==> src/rtl/sram_bank_pkg.sv <==
// Package: shared register select encoding for the SRAM bank enable controller.
// Assumes: one-bit register address on the bus.
package sram_bank_pkg;
    typedef enum logic {
        SEL_ENABLE = 1'b0,
        SEL_STATUS = 1'b1
    } reg_sel_e;
endpackage

==> src/rtl/bank_mask_gen.sv <==
// Module: bank_mask_gen
// Turns the configured bank count into a mask of implemented banks.
// Assumes: a count of 0 means one bank; a count above NB means NB banks.
module bank_mask_gen #(
    parameter int NB = 32,
    parameter int CW = 6
) (
    input  logic [CW-1:0] count,
    output logic [NB-1:0] mask
);
    localparam logic [CW:0] NB_V = (CW+1)'(NB);

    logic [CW:0] eff;

    // Clamp the count into the range 1..NB.
    always_comb begin
        if (count == '0)
            eff = (CW+1)'(1);
        else if ({1'b0, count} > NB_V)
            eff = NB_V;
        else
            eff = {1'b0, count};
    end

    for (genvar i = 0; i < NB; i++) begin : g_bit
        localparam logic [CW:0] IDX = (CW+1)'(i);
        assign mask[i] = (IDX < eff);
    end
endmodule

==> src/rtl/bank_therm_fill.sv <==
// Module: bank_therm_fill
// Fills every bit below the highest set bit of the input.
// The output is a thermometer code anchored at bit 0.
// Assumes: purely combinational; an all-zero input gives an all-zero output.
module bank_therm_fill #(
    parameter int NB = 32
) (
    input  logic [NB-1:0] raw,
    output logic [NB-1:0] therm
);
    assign therm[NB-1] = raw[NB-1];
    for (genvar i = 0; i < NB-1; i++) begin : g_fill
        assign therm[i] = raw[i] | therm[i+1];
    end
endmodule

==> src/rtl/bank_settle_timer.sv <==
// Module: bank_settle_timer
// Counts down the settling window that follows a change of the enable pattern.
// Assumes: start is a single-cycle pulse; a load of 0 leaves ready high.
module bank_settle_timer #(
    parameter int SW = 8
) (
    input  logic          clk,
    input  logic          rst_n,
    input  logic          start,
    input  logic [SW-1:0] load,
    output logic          ready
);
    logic [SW-1:0] cnt_q;

    // Load on start, otherwise count down to zero.
    always_ff @(posedge clk) begin
        if (!rst_n)
            cnt_q <= '0;
        else if (start)
            cnt_q <= load;
        else if (cnt_q != '0)
            cnt_q <= cnt_q - SW'(1);
    end

    assign ready = (cnt_q == '0);
endmodule

==> src/rtl/sram_bank_ctl.sv <==
// Module: sram_bank_ctl (top)
// Bank enable register with a thermometer write filter, a bank count limit and
// a settling window that blocks writes.
// Assumes: a single-cycle register port with combinational reads, and a
// synchronous active-low reset.
module sram_bank_ctl #(
    parameter int NUM_BANKS = 32,
    parameter int CNT_W     = 6,
    parameter int SETTLE_W  = 8
) (
    input  logic                 clk,
    input  logic                 rst_n,
    input  logic [CNT_W-1:0]     cfg_bank_count,
    input  logic [SETTLE_W-1:0]  cfg_settle,
    input  logic                 bus_sel,
    input  logic                 bus_wr,
    input  logic [NUM_BANKS-1:0] bus_wdata,
    output logic [NUM_BANKS-1:0] bus_rdata,
    output logic [NUM_BANKS-1:0] bank_en_o
);
    import sram_bank_pkg::*;

    localparam logic [NUM_BANKS-1:0] BANK0 = NUM_BANKS'(1);

    logic [NUM_BANKS-1:0] impl_mask;
    logic [NUM_BANKS-1:0] filled;
    logic [NUM_BANKS-1:0] cand;
    logic [NUM_BANKS-1:0] en_q;
    logic                 bank_ready;
    logic                 wr_hit;
    logic                 pattern_change;

    bank_mask_gen #(.NB(NUM_BANKS), .CW(CNT_W)) u_mask (
        .count (cfg_bank_count),
        .mask  (impl_mask)
    );

    bank_therm_fill #(.NB(NUM_BANKS)) u_fill (
        .raw   (bus_wdata & impl_mask),
        .therm (filled)
    );

    bank_settle_timer #(.SW(SETTLE_W)) u_timer (
        .clk   (clk),
        .rst_n (rst_n),
        .start (pattern_change),
        .load  (cfg_settle),
        .ready (bank_ready)
    );

    // Qualify a write and detect whether it alters the pattern.
    always_comb begin
        cand           = filled | BANK0;
        wr_hit         = bus_wr && (reg_sel_e'(bus_sel) == SEL_ENABLE) && bank_ready;
        pattern_change = wr_hit && (cand != en_q);
    end

    // Hold the enable vector; reset to all implemented banks.
    always_ff @(posedge clk) begin
        if (!rst_n)
            en_q <= impl_mask | BANK0;
        else if (pattern_change)
            en_q <= cand;
    end

    // Read multiplexer for the two registers.
    always_comb begin
        if (reg_sel_e'(bus_sel) == SEL_STATUS)
            bus_rdata = {{(NUM_BANKS-1){1'b0}}, bank_ready};
        else
            bus_rdata = en_q;
    end

    assign bank_en_o = en_q;
endmodule

==> config.mk <==
export PLATFORM = sky130hd
export DESIGN_NAME = sram_bank_ctl
export DESIGN_NICKNAME = d
export VERILOG_FILES = /design/src/rtl/sram_bank_pkg.sv /design/src/rtl/bank_mask_gen.sv /design/src/rtl/bank_therm_fill.sv /design/src/rtl/bank_settle_timer.sv /design/src/rtl/sram_bank_ctl.sv
export SDC_FILE = /design/constraint.sdc
export NUM_CORES = 1
export LEC_CHECK = 0
export CORE_MARGIN = 2
export CORE_UTILIZATION = 60
export CTS_CLUSTER_SIZE = 8
export DETAILED_ROUTE_END_ITERATION = 8
export DONT_BUFFER_PORTS = 1
export PLACE_DENSITY = 0.81
export SLEW_MARGIN = 20
export SYNTH_ARGS = -nofsm -noshare
export SYNTH_HDL_FRONTEND = slang
export SYNTH_HIERARCHICAL = 1
export SYNTH_SLANG_ARGS = --single-unit
==> constraint.sdc <==
create_clock -name clk -period 6.2 [get_ports clk]
set_input_delay 0.62 -clock clk [delete_from_list [all_inputs] [get_ports clk]]
set_output_delay 0.62 -clock clk [all_outputs]
set_load 0.02 [all_outputs]
# Yosys cells after proc, flatten, opt, wreduce, memory -nomap -nowiden
# Index checks and enable logic that the tools add are counted.
[totals]
register_bits = 39
inputBits = 50
out_inout_bits = 64
wordCells = 84
[op_classes]
addsub = 1
magnitude_cmp = 33
eq_ne = 2
muxes = 7
n_bitwise = 32
reduce_logical = 7
[op_table]
columns = ["operator", "n"]
rows = [
  ["5-bit by 7-bit < comparator with 1-bit output (first input constant)", 16],
  ["32-bit 2-to-1 mux", 3],
  ["4-bit by 7-bit < comparator with 1-bit output (first input constant)", 8],
  ["32-bit AND", 1],
  ["31-bit inequality test", 1],
  ["1-bit OR", 30],
  ["3-bit by 7-bit < comparator with 1-bit output (first input constant)", 4],
  ["8-bit 2-to-1 mux", 2],
  ["1-bit by 7-bit < comparator with 1-bit output (first input constant)", 2],
  ["2-bit by 7-bit < comparator with 1-bit output (first input constant)", 2],
  ["8-bit logical NOT", 1],
  ["8-bit nonzero test", 1],
  ["8-bit by 1-bit subtractor with 8-bit output (second input constant)", 1],
  ["7-bit 2-to-1 mux", 1],
  ["6-bit > comparator (second input constant)", 1],
  ["6-bit logical NOT", 1],
  ["6-bit 2-to-1 mux", 1],
  ["1-bit logical AND", 3],
  ["2-bit by 1-bit inequality test with 1-bit output (second input constant)", 1],
  ["2-bit nonzero test", 1],
  ["1-bit inverter", 1],
]

# Longest topological paths before layout
[depth]
word_depth = 39
depth_mapped = 18
mapped_depth_nobuf = 15

# Modules after synthesis
# The synthesis kept the hierarchy.
[modules_own_cells]
columns = ["mod", "n_inst", "cells_each", "area_each_um2", "seq_area_each_um2"]
rows = [
  ["sram_bank_ctl", 1, 179, 2084.5, 930.9],
  ["bank_settle_timer", 1, 51, 457.9, 160.2],
  ["bank_mask_gen", 1, 65, 376.6, 0.0],
  ["bank_therm_fill", 1, 54, 307.8, 0.0],
]

# Least setup slack after synthesis
# Ideal clock, no wire load.
[synth_timing]
path_kind = "in2reg"
start = "input port cfg_bank_count[2]"
end = "register en_q[10], in the netlist bank_en_o[10] (enable)"
setup_ps = 466
t_arrival_ps = 5028
required_time_ps = 5734
setup_slack_ps = 706
cell_stages = 15
path_buffers = 3
path_cell_list = "buf_6 -> buf_4 -> nor2_1 -> o21bai_1 -> and2_1 -> nor3_1 -> and4b_1 -> and4_1 -> buf_6 -> nand3b_1 -> xor2_1 -> nor4_1 -> nand4_1 -> nor4_2 -> o31ai_1"
[synth_via]
word_cells_on_any_way = 69
classes_between = "32 x order compare; 2 x eq/ne; 2 x mux; 31 x bitwise; 2 x reduce/logical"
[synth_lines]
columns = ["item", "line", "source"]
rows = [
  ["start: declaration", "sram_bank_ctl.sv:13", "input logic [CNT_W-1:0] cfg_bank_count,"],
  ["6-bit > comparator", "bank_mask_gen.sv:19", "else if ({1'b0, count} > NB_V)"],
  ["6-bit 2-to-1 mux", "bank_mask_gen.sv:19", ""],
  ["7-bit 2-to-1 mux (*)", "bank_mask_gen.sv:17", "if (count == '0)"],
  ["5-bit by 7-bit < comparator with 1-bit output (*)", "bank_mask_gen.sv:27", "assign mask[i] = (IDX < eff);"],
  ["net impl_mask[25]", "sram_bank_ctl.sv:25", "logic [NUM_BANKS-1:0] impl_mask;"],
  ["32-bit AND (*)", "sram_bank_ctl.sv:39", ".raw (bus_wdata & impl_mask),"],
  ["1-bit OR (*) (19 in series)", "bank_therm_fill.sv:13", "assign therm[i] = raw[i] | therm[i+1];"],
  ["net filled[7]", "sram_bank_ctl.sv:26", "logic [NUM_BANKS-1:0] filled;"],
  ["1-bit OR (6 in series)", "bank_therm_fill.sv:13", ""],
  ["31-bit inequality test (*)", "sram_bank_ctl.sv:55", "pattern_change = wr_hit && (cand != en_q);"],
  ["1-bit logical AND (*)", "sram_bank_ctl.sv:55", ""],
  ["2-bit by 1-bit inequality test with 1-bit output (no line) (*)", "-", ""],
  ["end signal: assignment", "sram_bank_ctl.sv:61", "en_q <= impl_mask | BANK0;"],
  ["end signal: assignment", "sram_bank_ctl.sv:63", "en_q <= cand;"],
  ["end: declaration", "sram_bank_ctl.sv:28", "logic [NUM_BANKS-1:0] en_q;"],
]
# The timed path passes the listed nets; every way through them passes the cells marked *.
# A chain may end at the register's enable or synchronous reset.

# Final worst setup path
[layout_timing]
start = "input port cfg_bank_count[2]"
end = "register u_timer.cnt_q[3]"
[layout_via]
word_cells_on_any_way = 70
classes_between = "32 x order compare; 1 x eq/ne; 3 x mux; 31 x bitwise; 3 x reduce/logical"
[layout_lines]
columns = ["item", "line", "source"]
rows = [
  ["6-bit > comparator", "bank_mask_gen.sv:19", ""],
  ["6-bit 2-to-1 mux", "bank_mask_gen.sv:19", ""],
  ["7-bit 2-to-1 mux (*)", "bank_mask_gen.sv:17", ""],
  ["5-bit by 7-bit < comparator with 1-bit output (*)", "bank_mask_gen.sv:27", ""],
  ["net impl_mask[24]", "sram_bank_ctl.sv:25", ""],
  ["32-bit AND (*)", "sram_bank_ctl.sv:39", ""],
  ["1-bit OR (*) (19 in series)", "bank_therm_fill.sv:13", ""],
  ["net filled[6]", "sram_bank_ctl.sv:26", ""],
  ["1-bit OR (5 in series)", "bank_therm_fill.sv:13", ""],
  ["31-bit inequality test (*)", "sram_bank_ctl.sv:55", ""],
  ["1-bit logical AND (*)", "sram_bank_ctl.sv:55", ""],
  ["net pattern_change", "sram_bank_ctl.sv:31", "logic pattern_change;"],
  ["8-bit 2-to-1 mux or 2-bit nonzero test (tied branches)", "-", ""],
  ["end signal: assignment", "bank_settle_timer.sv:20", "cnt_q <= load;"],
  ["end signal: assignment", "bank_settle_timer.sv:22", "cnt_q <= cnt_q - SW'(1);"],
  ["end: declaration", "bank_settle_timer.sv:13", "logic [SW-1:0] cnt_q;"],
]
# Marks and branches as above.

==> impl_results.md <==
* Fin crit share at 69.58%
* Layout area overhead at 2.426%
* Mapped Nets at 395
* Vias in the first global route at 2401
* Clock skew at ~7.7 ps
* Mapped Cells at 344
* Critical path's largest stage delay at 460 ps
* Ys Warns at 6
* Hold Crit Class: in -> reg
* Outcome: finished, final reports clean
* Worst hold path cell count at 2
* Reg area at 1091 sq um
* Critical path, cell by cell: nor3_1 > o21bai_1 > and2_1 > nor3_1 > and4b_1 > and4_1 > nand3_1 > xor2_1 > nor4_1 > nand4_1 > nor4_2 > nor3_1 > inv_1 > nand2_1 > o31ai_1
* Die footprint at ~5900 sq um
* DP HPWL at ~6000 um
* Final Net Count at between 300 and 400
* Post-Route WL at 7661 um
* Setup Crit Path Kind: in -> reg
* Synth Area per Inst at 9.297 sq um
* Highest metal used: met4
* Combinational share of power at roughly 31%
* Crit Path Max Fanout at 17
* Largest net degree at the start of global routing at 44
* Resized Gates After CTS at 0
* Number of fill cells at 444
* Slowest cell on crit path: nor3_1
* Lkg Pwr at 1.006 nW
* Sw power at 0.2924 mW
* Worst-Margin Slew at 991.6 ps
* Worst-skew pair later-pin latency at between 200 and 300 ps
* Startpoint Class: input port
* Power per cell area at 257.3 nW/um^2
* Register-to-register setup slack at 3310 ps
* CTS buffer count at 5
* Final TNS setup at 0 ps
* First-pass GRT wire length at 12230 um
* Placed cells at a little under 400
* ANT nets after route at 0
* Hold Path Origin: cfg_settle[5]
* Hold Vio Cnt, Final at 0
* CP arrival at 4510 ps
* DP Area at approximately 3200 sq um
* Total gr overflow at 0
* R2R cell count at 5
* Min Tclk post-route at around 4300 ps
* # rows at 26
* Met3 WL at 688 um
* Part of the power in registers at 44.2%
* Wire length on met2 at 3693 um
* Routability cong. at 0.8425
* Die X at 77.01 um
* R2R Path End: bank_en_o[5]$_DFFE_PP_
* Vias per cell at 6.214
* Clock power frac at 24.8%
* H-tree lvl count at 2
* Clock sink count at 39
* Multi-input logic area at slightly below 2000 sq um
* DR vias at 2498
* Core Area at about 5100 sq um
* Hold buffer count at cts at 0
* Reg2reg start: u_timer/cnt_q[3]$_SDFFE_PN0P_
* Final setup violation count at 0
* Drt wl/cell at 19.06 um
* Number of I/O port buffers at 0
* Required @ worst endpoint at 6400 ps
* Unrepaired setup endpoints after global routing: false
* Synthesized area at 3198 sq um
* Worst vdd ir at 0.2432 mV
* Setup crit end kind: flop
* Clock buffer depth at 2
* Total power draw at 0.8429 mW
* Layout cells sized above 1 at between 10% and 20%
* Die H at 77.01 um
* Most frequent cells in the layout: 31 x nor2b_1, 31 x and2_1, 31 x edfxtp_1, 28 x mux2_2, 24 x nand2_1
* Clock-pin slew on the worst setup and hold paths at 80 ps
* Most used cell, CP: nor3_1
* ANT cells at 0
* Sw Ratio at 34.69%
* Max Slew Vio Count at 0
* Met1 Wirelength at 3142 um
* P_int at 0.5504 mW
* Worst Hold Endpoint: u_timer/cnt_q[5]$_SDFFE_PN0P_
* DRT Pass-1 Iters at 4
* MaxCap Viol Count at 0
* Initial antenna violation count at 0
* Root Buffer: clkbuf_8
* TritonCTS clock tree: built
* Final cell count without fillers at 402
* Initial core utilization at 62.22%
* Io pins at 114
* Max Fclk at 231.8 MHz
* Initial DRC count at approximately 180
* Total track usage at around a quarter
* Total non-filler cell area in the finished layout at 3276 sq um
* Post-CTS setup buffers at 0
* DRC at 0
* Headroom to the max-slew limit at 33.89%
## flip-flops by register name (all words and copies together) (netlist names)
| register | count |
|---|---|
| bank_en_o | 31 |
| u_timer/cnt_q | 8 |
## worst max-delay path: cells and delay by family
| kind | cells | cell delay, ps |
|---|---|---|
| AOI/OAI and AO/OA | 2 | 420 |
| xor gates and xnor gates | 1 | 200 |
| buffers and inverters | 1 | 250 |
| and+or+nand+nor | 11 | 3010 |
## worst max path at each step
stage,startpoint,endpoint,slack [ps]
floorplan,cfg_bank_count[2],bank_en_o[10]$_DFFE_PP_,710
global placement,cfg_bank_count[2],bank_en_o[7]$_DFFE_PP_,1650
detailed placement,cfg_bank_count[2],bank_en_o[7]$_DFFE_PP_,1620
CTS,cfg_bank_count[2],bank_en_o[8]$_DFFE_PP_,1920
global route,cfg_bank_count[2],u_timer/cnt_q[4]$_SDFFE_PN0P_,1560
finish,cfg_bank_count[2],u_timer/cnt_q[3]$_SDFFE_PN0P_,1890
## per-layer routing
metal	GRT usage [%]	vias up
met4	6.429	0
li1	-	1182
met3	6.706	11
met5	0	-
met2	44.65	134
met1	32.78	1171
## area by class of cell
| class | instances | share of cell area, % |
|---|---|---|
| tap | 70 | 2.674 |
| clock inverter | 1 | 0.1528 |
| sequential | 39 | 33.31 |
| inverter | 10 | 1.146 |
| timing repair buffer | 1 | 0.2292 |
| multi-input combinational | 274 | 59.21 |
| clock buffer | 7 | 3.285 |
## power groups by stage
stage	Clock [mW]	Combinational (mW)	Sequential, mW
3_3_place_gp	0	0.252	0.378
5_1_grt	0.219	0.289	0.378
3_5_place_dp	0	0.261	0.380
6_report	0.209	0.261	0.373
4_1_cts	0.212	0.262	0.374
2_1_floorplan	0	0.243	0.372
## metrics by stage
| step | util, % | hold slack (ps) | setup WS [ps] |
|---|---|---|---|
| after floorplan | - | 468.0 | 710.1 |
| after global placement | 61.54 | 489.7 | 1655 |
| after detailed placement | 61.54 | 491.1 | 1623 |
| after CTS | 63.73 | 458.5 | 1917 |
| after global routing | 63.73 | 464.6 | 1564 |
| final | 63.73 | 473.9 | 1886 |
Note: power is estimated with default switching activity, not from simulation.
